--- src/rtl/pft_pkg.sv ---
package pft_pkg;

  localparam logic [1:0] GNT_NONE = 2'b00;
  localparam logic [1:0] GNT_PER  = 2'b01;
  localparam logic [1:0] GNT_NP   = 2'b10;

  typedef enum logic [1:0] {
    SLICE_QUARTER = 2'b00,
    SLICE_HALF    = 2'b01,
    SLICE_3QTR    = 2'b10,
    SLICE_RSVD    = 2'b11
  } slice_code_e;

  // Number of frame quarters for a slice code; reserved falls back to one.
  function automatic logic [1:0] quarters_of(input logic [1:0] code);
    case (code)
      SLICE_HALF: quarters_of = 2'd2;
      SLICE_3QTR: quarters_of = 2'd3;
      default:    quarters_of = 2'd1;
    endcase
  endfunction

endpackage

--- src/rtl/pft_frame_pos.sv ---
module pft_frame_pos #(
  parameter int CNT_W = 16
) (
  input  logic             clk,
  input  logic             rst,
  input  logic             sof_i,
  input  logic [CNT_W-1:0] frame_len_i,
  output logic [CNT_W-1:0] pos_o
);

  localparam logic [CNT_W-1:0] POS_IDLE = {CNT_W{1'b1}};

  logic [CNT_W-1:0] pos_q;

  // Reset parks the counter at its top value so no window opens before a frame.
  always_ff @(posedge clk) begin
    if (rst) begin
      pos_q <= POS_IDLE;
    end else if (sof_i) begin
      pos_q <= '0;
    end else if (pos_q < frame_len_i) begin
      pos_q <= pos_q + 1'b1;
    end
  end

  assign pos_o = pos_q;

endmodule

--- src/rtl/pft_window_calc.sv ---
module pft_window_calc
  import pft_pkg::*;
#(
  parameter int CNT_W = 16
) (
  input  logic             clk,
  input  logic             rst,
  input  logic [CNT_W-1:0] frame_len_i,
  input  logic [1:0]       frac_code_i,
  input  logic             sg_mode_i,
  input  logic             per_active_i,
  input  logic [CNT_W-1:0] pos_i,
  output logic             win_now_o,
  output logic             win_q_o,
  output logic             err_q_o
);

  localparam int PROD_W = CNT_W + 2;

  logic [1:0]        quarters;
  logic [PROD_W-1:0] product;
  logic [PROD_W-1:0] boundary_full;
  logic [CNT_W-1:0]  boundary;
  logic              win_q;
  logic              err_q;

  assign quarters      = quarters_of(frac_code_i);
  assign product       = {2'b00, frame_len_i} * {{CNT_W{1'b0}}, quarters};
  assign boundary_full = product >> 2;
  assign boundary      = boundary_full[CNT_W-1:0];

  assign win_now_o = sg_mode_i && per_active_i && (pos_i < boundary);

  always_ff @(posedge clk) begin
    if (rst) begin
      win_q <= 1'b0;
      err_q <= 1'b0;
    end else begin
      win_q <= win_now_o;
      if (frac_code_i == SLICE_RSVD) begin
        err_q <= 1'b1;
      end
    end
  end

  assign win_q_o = win_q;
  assign err_q_o = err_q;

endmodule

--- src/rtl/pft_grant_sel.sv ---
module pft_grant_sel
  import pft_pkg::*;
(
  input  logic       clk,
  input  logic       rst,
  input  logic       win_now_i,
  input  logic       per_req_i,
  input  logic       np_req_i,
  input  logic       xfer_done_i,
  output logic [1:0] grant_o
);

  logic [1:0] grant_q;
  logic [1:0] pick;
  logic       decide;

  assign decide = (grant_q == GNT_NONE) || xfer_done_i;

  always_comb begin
    pick = GNT_NONE;
    if (win_now_i) begin
      if (per_req_i)     pick = GNT_PER;
      else if (np_req_i) pick = GNT_NP;
    end else begin
      if (np_req_i)       pick = GNT_NP;
      else if (per_req_i) pick = GNT_PER;
    end
  end

  always_ff @(posedge clk) begin
    if (rst) begin
      grant_q <= GNT_NONE;
    end else if (decide) begin
      grant_q <= pick;
    end
  end

  assign grant_o = grant_q;

endmodule

--- src/rtl/pft_arbiter.sv ---
module pft_arbiter #(
  parameter int CNT_W = 16
) (
  input  logic             clk,
  input  logic             rst,
  input  logic             sof_i,
  input  logic [CNT_W-1:0] frame_len_i,
  input  logic [1:0]       frac_code_i,
  input  logic             sg_mode_i,
  input  logic             per_active_i,
  input  logic             per_req_i,
  input  logic             np_req_i,
  input  logic             xfer_done_i,
  output logic [1:0]       grant_o,
  output logic             per_window_o,
  output logic             code_err_o
);

  logic [CNT_W-1:0] pos;
  logic             win_now;

  pft_frame_pos #(.CNT_W(CNT_W)) u_pos (
    .clk         (clk),
    .rst         (rst),
    .sof_i       (sof_i),
    .frame_len_i (frame_len_i),
    .pos_o       (pos)
  );

  pft_window_calc #(.CNT_W(CNT_W)) u_win (
    .clk          (clk),
    .rst          (rst),
    .frame_len_i  (frame_len_i),
    .frac_code_i  (frac_code_i),
    .sg_mode_i    (sg_mode_i),
    .per_active_i (per_active_i),
    .pos_i        (pos),
    .win_now_o    (win_now),
    .win_q_o      (per_window_o),
    .err_q_o      (code_err_o)
  );

  pft_grant_sel u_gnt (
    .clk         (clk),
    .rst         (rst),
    .win_now_i   (win_now),
    .per_req_i   (per_req_i),
    .np_req_i    (np_req_i),
    .xfer_done_i (xfer_done_i),
    .grant_o     (grant_o)
  );

endmodule

--- config.mk ---
export PLATFORM = sky130hd
export DESIGN_NAME = pft_arbiter
export DESIGN_NICKNAME = d
export VERILOG_FILES = /design/src/rtl/pft_pkg.sv /design/src/rtl/pft_frame_pos.sv /design/src/rtl/pft_window_calc.sv /design/src/rtl/pft_grant_sel.sv /design/src/rtl/pft_arbiter.sv
export SDC_FILE = /design/constraint.sdc
export NUM_CORES = 1
export LEC_CHECK = 0
export ABC_CLOCK_PERIOD_IN_PS = 6700
export BUFFER_PORTS_ARGS = -buffer_cell sky130_fd_sc_hd__buf_2
export CAP_MARGIN = 20
export CORE_MARGIN = 8
export CORE_UTILIZATION = 64
export CTS_CLUSTER_SIZE = 25
export DETAILED_ROUTE_END_ITERATION = 7
export GPL_ROUTABILITY_DRIVEN = 1
export PLACE_DENSITY_LB_ADDON = 0.05
export SLEW_MARGIN = 5
export SYNTH_ARGS = -nofsm -noshare
export SYNTH_HDL_FRONTEND = slang
export SYNTH_SLANG_ARGS = --single-unit
--- constraint.sdc ---
create_clock -name clk -period 6.7 [get_ports clk]
set_input_delay 1.34 -clock clk [delete_from_list [all_inputs] [get_ports clk]]
set_output_delay 1.34 -clock clk [all_outputs]
set_load 0.005 [all_outputs]
==> impl_metrics.json, run 1 <==
{
  "slew-limit-headroom": 0.321,
  "numCtsBuffers": 3,
  "routed_wl_um": 5560,
  "wl_per_cell_um": 14.1,
  "yosysSeqAreaShare": 0.157,
  "diodes": 0,
  "fill_cells": 337,
  "startpoint_type": "primary input",
  "final_cells": 394,
  "cts_tree": "done",
  "final_util": 0.708,
  "synth-edff-count": 0,
  "antenna_found_initial": 0,
  "synth_warnings": 0,
  "p_leak_nw": 1.34,
  "reg2reg_depth": 6,
  "layout_common_cells": "ha_1 (47), nor2_1 (40), buf_2 (29), inv_1 (26), nand2_1 (23)",
  "path_class": "primary input to flip-flop",
  "hold_path.class": "flip-flop to flip-flop",
  "drc": 0,
  "post-route-period-util": 0.751,
  "cts_root_buf": "clkbuf_8",
  "powerDensity_mw_per_mm2": 161,
  "whs_ns": 0.462,
  "grt_setup_unrepaired": "no",
  "total_power_uw": 447,
  "grt_use_total": 0.182,
  "cp_max_fo": 16,
  "nNetsFinal": 420,
  "grt_max_degree": 21,
  "worstMarginPinSlew_ns": 1.01,
  "setup_slack_ns": 1.67,
  "end_kind": "flip-flop",
  "hold_buffers": 0,
  "htree_levels": 1,
  "setup_viol": 0,
  "vias_per_cell": 5.78,
  "syn_to_final_growth_pct": 8.47,
  "dr.pass1.iters": 4,
  "async_reset_ff_frac": 0,
  "cp_data_arrival_time_ns": 5.18,
  "status": "finished clean",
  "dp.cells": 391,
  "vias": 2279,
  "cts.clk_slew.worst_paths_ns": 0.07,
  "final_common_cell": "ha_1",
  "ctsResizeCount": 0,
  "fin_area_mm2": 0.00277,
  "chipWidth_um": 79.2,
  "grt_pass1_wl_um": 9660,
  "cap_violations": 0,
  "dp_hpwl_um": 4560,
  "multi_input_area_mm2": 0.00202,
  "ioPinCount": 30,
  "fmax_ghz": 0.199,
  "start_util": 0.653,
  "fin_skew_ns": 0.00415,
  "worstPathRequired_ns": 6.85,
  "cts_setup_buffers": 0,
  "synth_cell_types": 44,
  "postRouteAntennaNets": 0,
  "synth.avg_cell_area_um2": 8.01,
  "grt.overflow.total": 0,
  "place_area_mm2": 0.00273,
  "drtIter0Drc": 85,
  "drv_slew": 0,
  "insertion_delay_ns": 0.25,
  "whs_path_depth": 2,
  "cts_sinks": 20,
  "numPortBuffers": 29,
  "rows": 23,
  "ir_drop_v": 0.000160,
  "synthFlopType": "dfxtp_1",
  "design.core.area_mm2": 0.00391,
  "die-area_mm2": 0.00627,
  "synthesis.area_mm2": 0.00256,
  "gp_congestion": 0.836,
  "die_y_um": 79.2,
  "grt_pass1_vias": 2176,
  "max-clock-path-buffers": 2,
  "tns_ns": 0,
  "syn_inst": 319,
  "place_ws_ns": 1.44,
  "ys_seq_elements": 20,
  "fin_crit_ns": 5.03,
  "syn_nets": 393,
  "final_hold_viol_count": 0,
  "regArea_um2": 400,
  "drive_above_1_share": 0.137
}
==> flip-flops by register name, summed over array words and instances (netlist names) <==
signal / cells
u_pos.pos_o: 16
u_gnt.grant_o: 2
u_win.err_q_o: 1
u_win.win_q_o: 1
==> cell type report <==
class,count,share of cell area
multi-input cells,265,0.728
inverters,26,0.0352
clock buffers,3,0.0149
well taps,50,0.0226
repair buffers,30,0.0551
flip-flops and latches,20,0.144
==> final timing paths <==
| check | from | end | slack [ns] |
|---|---|---|---|
| worst max-delay path | frac_code_i[1] | u_gnt.grant_o[1] | 1.67 |
| worst min-delay path | u_win.err_q_o | u_win.err_q_o | 0.46 |
| worst max register to register | u_pos.pos_o[13] | u_pos.pos_o[4] | 4.24 |
| worst min register to register | u_win.err_q_o | u_win.err_q_o | 0.46 |
==> worst max-delay path, cell delays in order <==
cell and delay, ns:
buf_2 0.09, inv_1 0.04, ha_1 0.59, and4bb_2 0.32, inv_1 0.07, fa_1 0.20, nor2b_1 0.07, o2111ai_1 0.21
a21oi_1 0.14, o41ai_1 0.50, o21ai_0 0.22, a31oi_1 0.25, ha_1 0.27, and4_1 0.17, a211oi_1 0.24, nand2_1 0.07
a31o_2 0.23, o21a_1 0.18
==> power by group <==
| part | internal [mW] | total (mW) | switching [mW] |
|---|---|---|---|
| Combinational | 0.103 | 0.227 | 0.125 |
| Sequential | 0.130 | 0.145 | 0.0158 |
| Clock | 0.0399 | 0.0744 | 0.0345 |
| Total | 0.272 | 0.447 | 0.175 |
==> routing by layer <==
layer | vias up | part of all wire | GRT usage
li1 | 1196 | - | -
met1 | 1059 | 0.52 | 0.254
met2 | 20 | 0.45 | 0.296
met3 | 4 | 0.016 | 0.0124
met4 | 0 | 0.0086 | 0.0444
met5 | - | 0 | 0
==> Yosys cell counts, types with 2 or more instances <==
cell type  count  area (um2)
a21oi_1       22         110
xor2_1        10        87.6
and2_1         2        12.5
ha_1          47         588
a211oi_1      10        75.1
mux2i_1        3        30.0
dfxtp_1       20         400
nor2b_1        3        18.8
nand4_1        5        31.3
o21bai_1       8        60.1
a2111oi_2      4        60.1
xnor2_1       16         140
inv_1         26        97.6
o21a_1         7        52.6
o2111ai_1      3        26.3
nand2b_1       7        43.8
a21o_1        16         120
nor4_1         2        12.5
and4_1         2        17.5
a31oi_1        2        12.5
nand3_1        6        30.0
nand2_1       23        86.3
o21ai_0        8        40.0
o211ai_1       3        22.5
clkbuf_1       5        18.8
nor2_1        40         150
buf_2          2        10.0
==> kinds of logic (layout without fill, tap and decap cells) <==
| kind of cell | after synthesis | after routing | share of synthesized area |
|---|---|---|---|
| DFF | 20 | 20 | 0.157 |
| adders and majority gates | 48 | 48 | 0.238 |
| xor gates and xnor gates | 26 | 26 | 0.0891 |
| muxes | 3 | 3 | 0.0117 |
| buffers and inverters | 34 | 59 | 0.0538 |
| and+or+nand+nor | 95 | 95 | 0.176 |
| AOI/OAI and AO/OA | 93 | 93 | 0.275 |
Power figures use the tool's default switching activity.
==> run 2: changes to the inputs <==
--- a/config.mk
+++ b/config.mk
@@ -5,11 +5,12 @@
 export SDC_FILE = /design/constraint.sdc
 export NUM_CORES = 1
 export LEC_CHECK = 0
-export ABC_CLOCK_PERIOD_IN_PS = 6700
+export ABC_AREA = 1
+export ABC_CLOCK_PERIOD_IN_PS = 4300
 export BUFFER_PORTS_ARGS = -buffer_cell sky130_fd_sc_hd__buf_2
 export CAP_MARGIN = 20
 export CORE_MARGIN = 8
-export CORE_UTILIZATION = 64
+export CORE_UTILIZATION = 54
 export CTS_CLUSTER_SIZE = 25
 export DETAILED_ROUTE_END_ITERATION = 7
 export GPL_ROUTABILITY_DRIVEN = 1
==> constraint.sdc (replaced) <==
create_clock -name clk -period 4.3 [get_ports clk]
set_input_delay 0.86 -clock clk [delete_from_list [all_inputs] [get_ports clk]]
set_output_delay 0.86 -clock clk [all_outputs]
set_load 0.005 [all_outputs]
==> impl_metrics.json, run 2 <==
{
  "drtIter0Drc": 172,
  "ioPinCount": 30,
  "insertion_delay_ns": 0.26,
  "drc": 0,
  "final_hold_viol_count": 0,
  "grt_max_degree": 33,
  "synth_top_area_frac": 0.213,
  "synth.avg_cell_area_um2": 6.42,
  "status": "finished clean",
  "place_area_mm2": 0.00296,
  "grt_pass1_vias": 2636,
  "chipWidth_um": 87.5,
  "drive_above_1_share": 0.103,
  "syn_nets": 504,
  "synth.cells.most_frequent": "nand2_1 (79), nor2_1 (63), inv_1 (54)",
  "synth_cell_types": 33,
  "synthesis.area_mm2": 0.00276,
  "synthFlopType": "dfxtp_1",
  "ys_seq_elements": 20,
  "cts.clk_slew.worst_paths_ns": 0.08,
  "syn_to_final_growth_pct": 9.65,
  "nNetsFinal": 530,
  "path_delay_family": "simple AND/OR/NAND/NOR gates",
  "diodes": 0,
  "tns_ns": 0,
  "cts_setup_buffers": 0,
  "async_reset_ff_frac": 0,
  "cap_violations": 0,
  "crit_top_cell": "nand2_1",
  "die-area_mm2": 0.00766,
  "vias": 2768,
  "crit_slowest_cell": "fa_1",
  "crit_chain": "buf_2 > ha_1 > nor2_1 > inv_1 > fa_1 > o21ai_2 > a21boi_2 > nand3b_1 > nand2_1 > nand2_1 > nand2_1 > nand2_1 > ha_1 > nand2_1 > nor4_1 > nand2_1 > nand2_1 > nand2_1 > nand2_1 > a21oi_1",
  "fin_crit_ns": 3.74,
  "yosysSeqAreaShare": 0.145,
  "post-route-period-util": 0.871,
  "max-clock-path-buffers": 2,
  "startpoint_type": "primary input",
  "highest_layer": "met4",
  "yosysMostFrequentCell": "nand2_1",
  "yosys-top-cells-area": "ha_1 (21%), dfxtp_1 (14%), nand2_1 (11%)",
  "cts_root_buf": "clkbuf_8",
  "routed_wl_um": 7050,
  "grt_pass1_wl_um": 12100,
  "powerDensity_mw_per_mm2": 310,
  "end_kind": "flip-flop",
  "path_buf_inv": 2,
  "worstMarginPinSlew_ns": 0.954,
  "numPortBuffers": 29,
  "fin_skew_ns": 0.00506,
  "path_class": "primary input to flip-flop",
  "setup_viol": 0,
  "wl_per_cell_um": 13.4,
  "antenna_found_initial": 0,
  "numCtsBuffers": 3,
  "cts_sinks": 20,
  "htree_levels": 1,
  "cp_num_cells": 20,
  "die_y_um": 87.5,
  "vias_per_cell": 5.27,
  "gp_congestion": 0.953,
  "routed-wl-met2_um": 3080,
  "synth-edff-count": 0,
  "hold_buffers": 0,
  "layout_common_cells": "nand2_1 (79), nor2_1 (63), inv_1 (54), ha_1 (47), nand3_1 (46)",
  "grt_use_total": 0.193,
  "p_leak_nw": 1.61,
  "largest_reg_flops": 16,
  "whs_path_depth": 2,
  "dr.pass1.iters": 4,
  "routed-wl-met3_um": 340,
  "dp_hpwl_um": 5750,
  "grt.overflow.total": 0,
  "ctsResizeCount": 0,
  "cts_tree": "done",
  "start_util": 0.551,
  "drv_slew": 0,
  "reg2reg_depth": 7,
  "synth_warnings": 0,
  "cp_data_arrival_time_ns": 3.91,
  "slew-limit-headroom": 0.363,
  "design.core.area_mm2": 0.00501,
  "yosysTopAreaCell": "ha_1",
  "final_common_cell": "nand2_1",
  "slowest_delay_ns": 0.44,
  "hold_path.class": "flip-flop to flip-flop",
  "cp_max_fo": 15,
  "fin_area_mm2": 0.00303,
  "worstPathRequired_ns": 4.46,
  "fmax_ghz": 0.267,
  "postRouteAntennaNets": 0,
  "rows": 26,
  "grt_setup_unrepaired": "no",
  "wl_met1_um": 3590,
  "syn_inst": 430,
  "ir_drop_v": 0.000172
}
-- run 2: changes by cell type in the layout (fill, tap and decap cells not counted), sizes merged, moves of 5 or more --
cell,before,now
xnor2,16,9
o21bai,8,1
a21oi,24,31
nand3,6,47
nor2,40,65
nand4,5,21
nand2,23,82
a21o,16,4
inv,26,54
a2111oi,5,0
a211oi,11,1
o21a,7,1
nand2b,8,0
o21ai,8,14
-- run 2: kinds of logic after synthesis --
| family | share of synthesized area |
|---|---|
| and+or+nand+nor | 0.366 |
| buffers and inverters | 0.0897 |
| AOI/OAI and AO/OA | 0.109 |
| adders and majority gates | 0.220 |
| xor gates and xnor gates | 0.0697 |
| DFF | 0.145 |
-- run 2: cell type report --
type	count	area, um2
tap	70	87.6
sequential	20	400
clock buffer	3	41.3
timing repair buffer	30	153
multi-input combinational	347	2110
clock inverter	1	30.0
fill	528	1980
inverter	54	203
-- run 2: power by group --
group	internal [mW]	switching [mW]
Clock	0.124	0.0661
Sequential	0.212	0.0506
Combinational	0.195	0.290
Total	0.532	0.407
-- run 2: worst register-to-register path: cells and delay by family, from the launching register on --
family	cells	cell delay, ns
AOI/OAI and AO/OA	2	0.30
DFF	1	0.43
and+or+nand+nor	4	0.87
adders and majority gates	1	0.30
-- run 2: through the flow --
stage                     hold slack (ns)  utilization  instances  total power, mW  setup WS [ns]
after floorplan                     0.462            -        430            0.636          0.610
after global placement              0.449        0.590        521            0.734          0.393
after detailed placement            0.463        0.590        521            0.750          0.298
after CTS                           0.484        0.605        525            0.942          0.570
after global routing                0.518        0.605        525             1.04          0.261
final                               0.489        0.605        525            0.939          0.556
-- run 2: path summary, 6_finish.rpt --
path                    from          endpoint  slack, ns
max           frac_code_i[0]  u_gnt.grant_o[0]       0.56
min            u_win.err_q_o     u_win.err_q_o       0.49
max reg2reg  u_pos.pos_o[15]    u_pos.pos_o[6]       2.28
min reg2reg    u_win.err_q_o     u_win.err_q_o       0.49
-- run 2: layer usage --
| metal | track usage | vias to the layer above |
|---|---|---|
| met1 | 0.261 | 1220 |
| li1 | - | 1486 |
| met3 | 0.0292 | 6 |
| met4 | 0.0281 | 0 |
| met2 | 0.317 | 56 |
| met5 | 0 | - |
==> run 3: changes to the inputs <==
--- a/config.mk
+++ b/config.mk
@@ -10,7 +10,8 @@
 export BUFFER_PORTS_ARGS = -buffer_cell sky130_fd_sc_hd__buf_2
 export CAP_MARGIN = 20
 export CORE_MARGIN = 8
-export CORE_UTILIZATION = 54
+export CORE_UTILIZATION = 56
+export CTS_BUF_LIST = sky130_fd_sc_hd__clkbuf_4
 export CTS_CLUSTER_SIZE = 25
 export DETAILED_ROUTE_END_ITERATION = 7
 export GPL_ROUTABILITY_DRIVEN = 1
==> impl_metrics.json, run 3 (synthesis results as in run 2) <==
{
  "status": "finished clean",
  "diodes": 0,
  "startpoint_type": "primary input",
  "dp_hpwl_um": 5570,
  "cp_max_fo": 15,
  "tns_ns": 0,
  "final_common_cell": "nand2_1",
  "grt_pass1_wl_um": 11900,
  "grt_pass1_vias": 2619,
  "insertion_delay_ns": 0.31,
  "drtIter0Drc": 126,
  "powerDensity_mw_per_mm2": 302,
  "cp_data_arrival_time_ns": 3.97,
  "final_hold_viol_count": 0,
  "whs_path_depth": 2,
  "hold_path.class": "flip-flop to flip-flop",
  "start_util": 0.581,
  "p_comb_frac": 0.535,
  "slew-limit-headroom": 0.397,
  "design.core.area_mm2": 0.00475,
  "max-clock-path-buffers": 2,
  "routed_wl_um": 6890,
  "drc": 0,
  "cts_setup_buffers": 0,
  "die-area_mm2": 0.00744,
  "end_kind": "flip-flop",
  "switching_power_uw": 406,
  "grt_setup_unrepaired": "no",
  "drive_above_1_share": 0.103,
  "vias": 2828,
  "swShare": 0.447,
  "layout_common_cells": "nand2_1 (79), nor2_1 (63), inv_1 (54), ha_1 (47), nand3_1 (46)",
  "postRouteAntennaNets": 0,
  "reg2reg_depth": 7,
  "grt_use_total": 0.192,
  "fin_skew_ns": 0.00551,
  "p_leak_nw": 1.60,
  "numPortBuffers": 29,
  "vias_per_cell": 5.42,
  "drv_slew": 0,
  "ff2ff_setup_slack_ns": 2.26,
  "hold_buffers": 0,
  "ioPinCount": 30,
  "whs_ns": 0.505,
  "syn_to_final_growth_pct": 8.83,
  "seq_power_share": 0.290,
  "cts.clk_slew.worst_paths_ns": 0.13,
  "post-route-period-util": 0.872,
  "htree_levels": 1,
  "die_y_um": 86.2,
  "clkPwrFrac": 0.175,
  "intPower_uw": 501,
  "grt.overflow.total": 0,
  "worstMarginPinSlew_ns": 0.903,
  "fin_crit_ns": 3.75,
  "largest_reg_flops": 16,
  "ir_drop_v": 0.000216,
  "antenna_found_initial": 0,
  "chipWidth_um": 86.2,
  "worstPathRequired_ns": 4.52,
  "whs_endpoint": "u_gnt.grant_o[0]",
  "gp_congestion": 0.971,
  "nNetsFinal": 530,
  "cts_tree": "done",
  "r2r-start": "u_pos.pos_o[11]",
  "r2r-end": "u_pos.pos_o[9]",
  "grt_max_degree": 33,
  "numCtsBuffers": 3,
  "dr.pass1.iters": 6,
  "cts_sinks": 20,
  "cap_violations": 0,
  "setup_viol": 0,
  "timing.hold.worst.start": "u_gnt.grant_o[0]",
  "rows": 25,
  "ctsResizeCount": 0,
  "path_class": "primary input to flip-flop",
  "wl_per_cell_um": 13.2,
  "cts_root_buf": "clkbuf_4",
  "fmax_ghz": 0.267
}
## run 3: cell counts in the layout (fill, tap and decap cells not counted)
No cell type changed its count.
## run 3: stage by stage
step                      total power, mW   util  worst slack (ns)  cell area [um2]  cells
after global routing                 1.00  0.632             0.164             3010    522
final                               0.907  0.632             0.549             3010    522
after floorplan                     0.636      -             0.610             2760    430
after global placement              0.732  0.621             0.338             2950    518
after CTS                           0.906  0.632             0.583             3010    522
after detailed placement            0.746  0.621             0.242             2950    518
## run 3: power by group through the flow
stage	combinational, mW	sequential (mW)	clock, mW
2_1_floorplan	0.386	0.250	0
3_3_place_gp	0.465	0.266	0
3_5_place_dp	0.479	0.267	0
4_1_cts	0.483	0.262	0.161
5_1_grt	0.564	0.268	0.169
6_report	0.485	0.263	0.159
## run 3: how the worst max path moves through the flow
stage	startpoint	to	slack, ns	depth (start not counted)
finish	frac_code_i[0]	u_gnt.grant_o[0]	0.55	20
global route	frac_code_i[1]	u_gnt.grant_o[0]	0.16	20
CTS	frac_code_i[0]	u_gnt.grant_o[0]	0.58	20
detailed placement	frac_code_i[0]	u_gnt.grant_o[0]	0.24	20
global placement	frac_code_i[0]	u_gnt.grant_o[0]	0.34	20
floorplan	frac_code_i[1]	u_gnt.grant_o[0]	0.61	21
## run 3: cell type report
cell class	instances	area, um2
timing repair buffer	30	153
clock buffer	3	22.5
inverter	54	203
multi-input combinational	347	2110
clock inverter	1	30.0
tap	67	83.8
fill	486	1750
sequential	20	400
## run 3: worst max-delay path, cell delays in order
cell and delay, ns:
buf_2 0.11, ha_1 0.38, nor2_1 0.23, inv_1 0.08, fa_1 0.44, o21ai_2 0.25, a21boi_2 0.11, nand3b_1 0.20
nand2_1 0.08, nand2_1 0.06, nand2_1 0.06, nand2_1 0.05, ha_1 0.28, nand2_1 0.09, nor4_1 0.33, nand2_1 0.11
nand2_1 0.10, nand2_1 0.05, nand2_1 0.06, a21oi_1 0.06
## run 3: layer usage
metal  track usage  wire length (um)
met1         0.259              3410
met2         0.308              3040
met3        0.0359               375
met4        0.0423                68
met5             0                 0
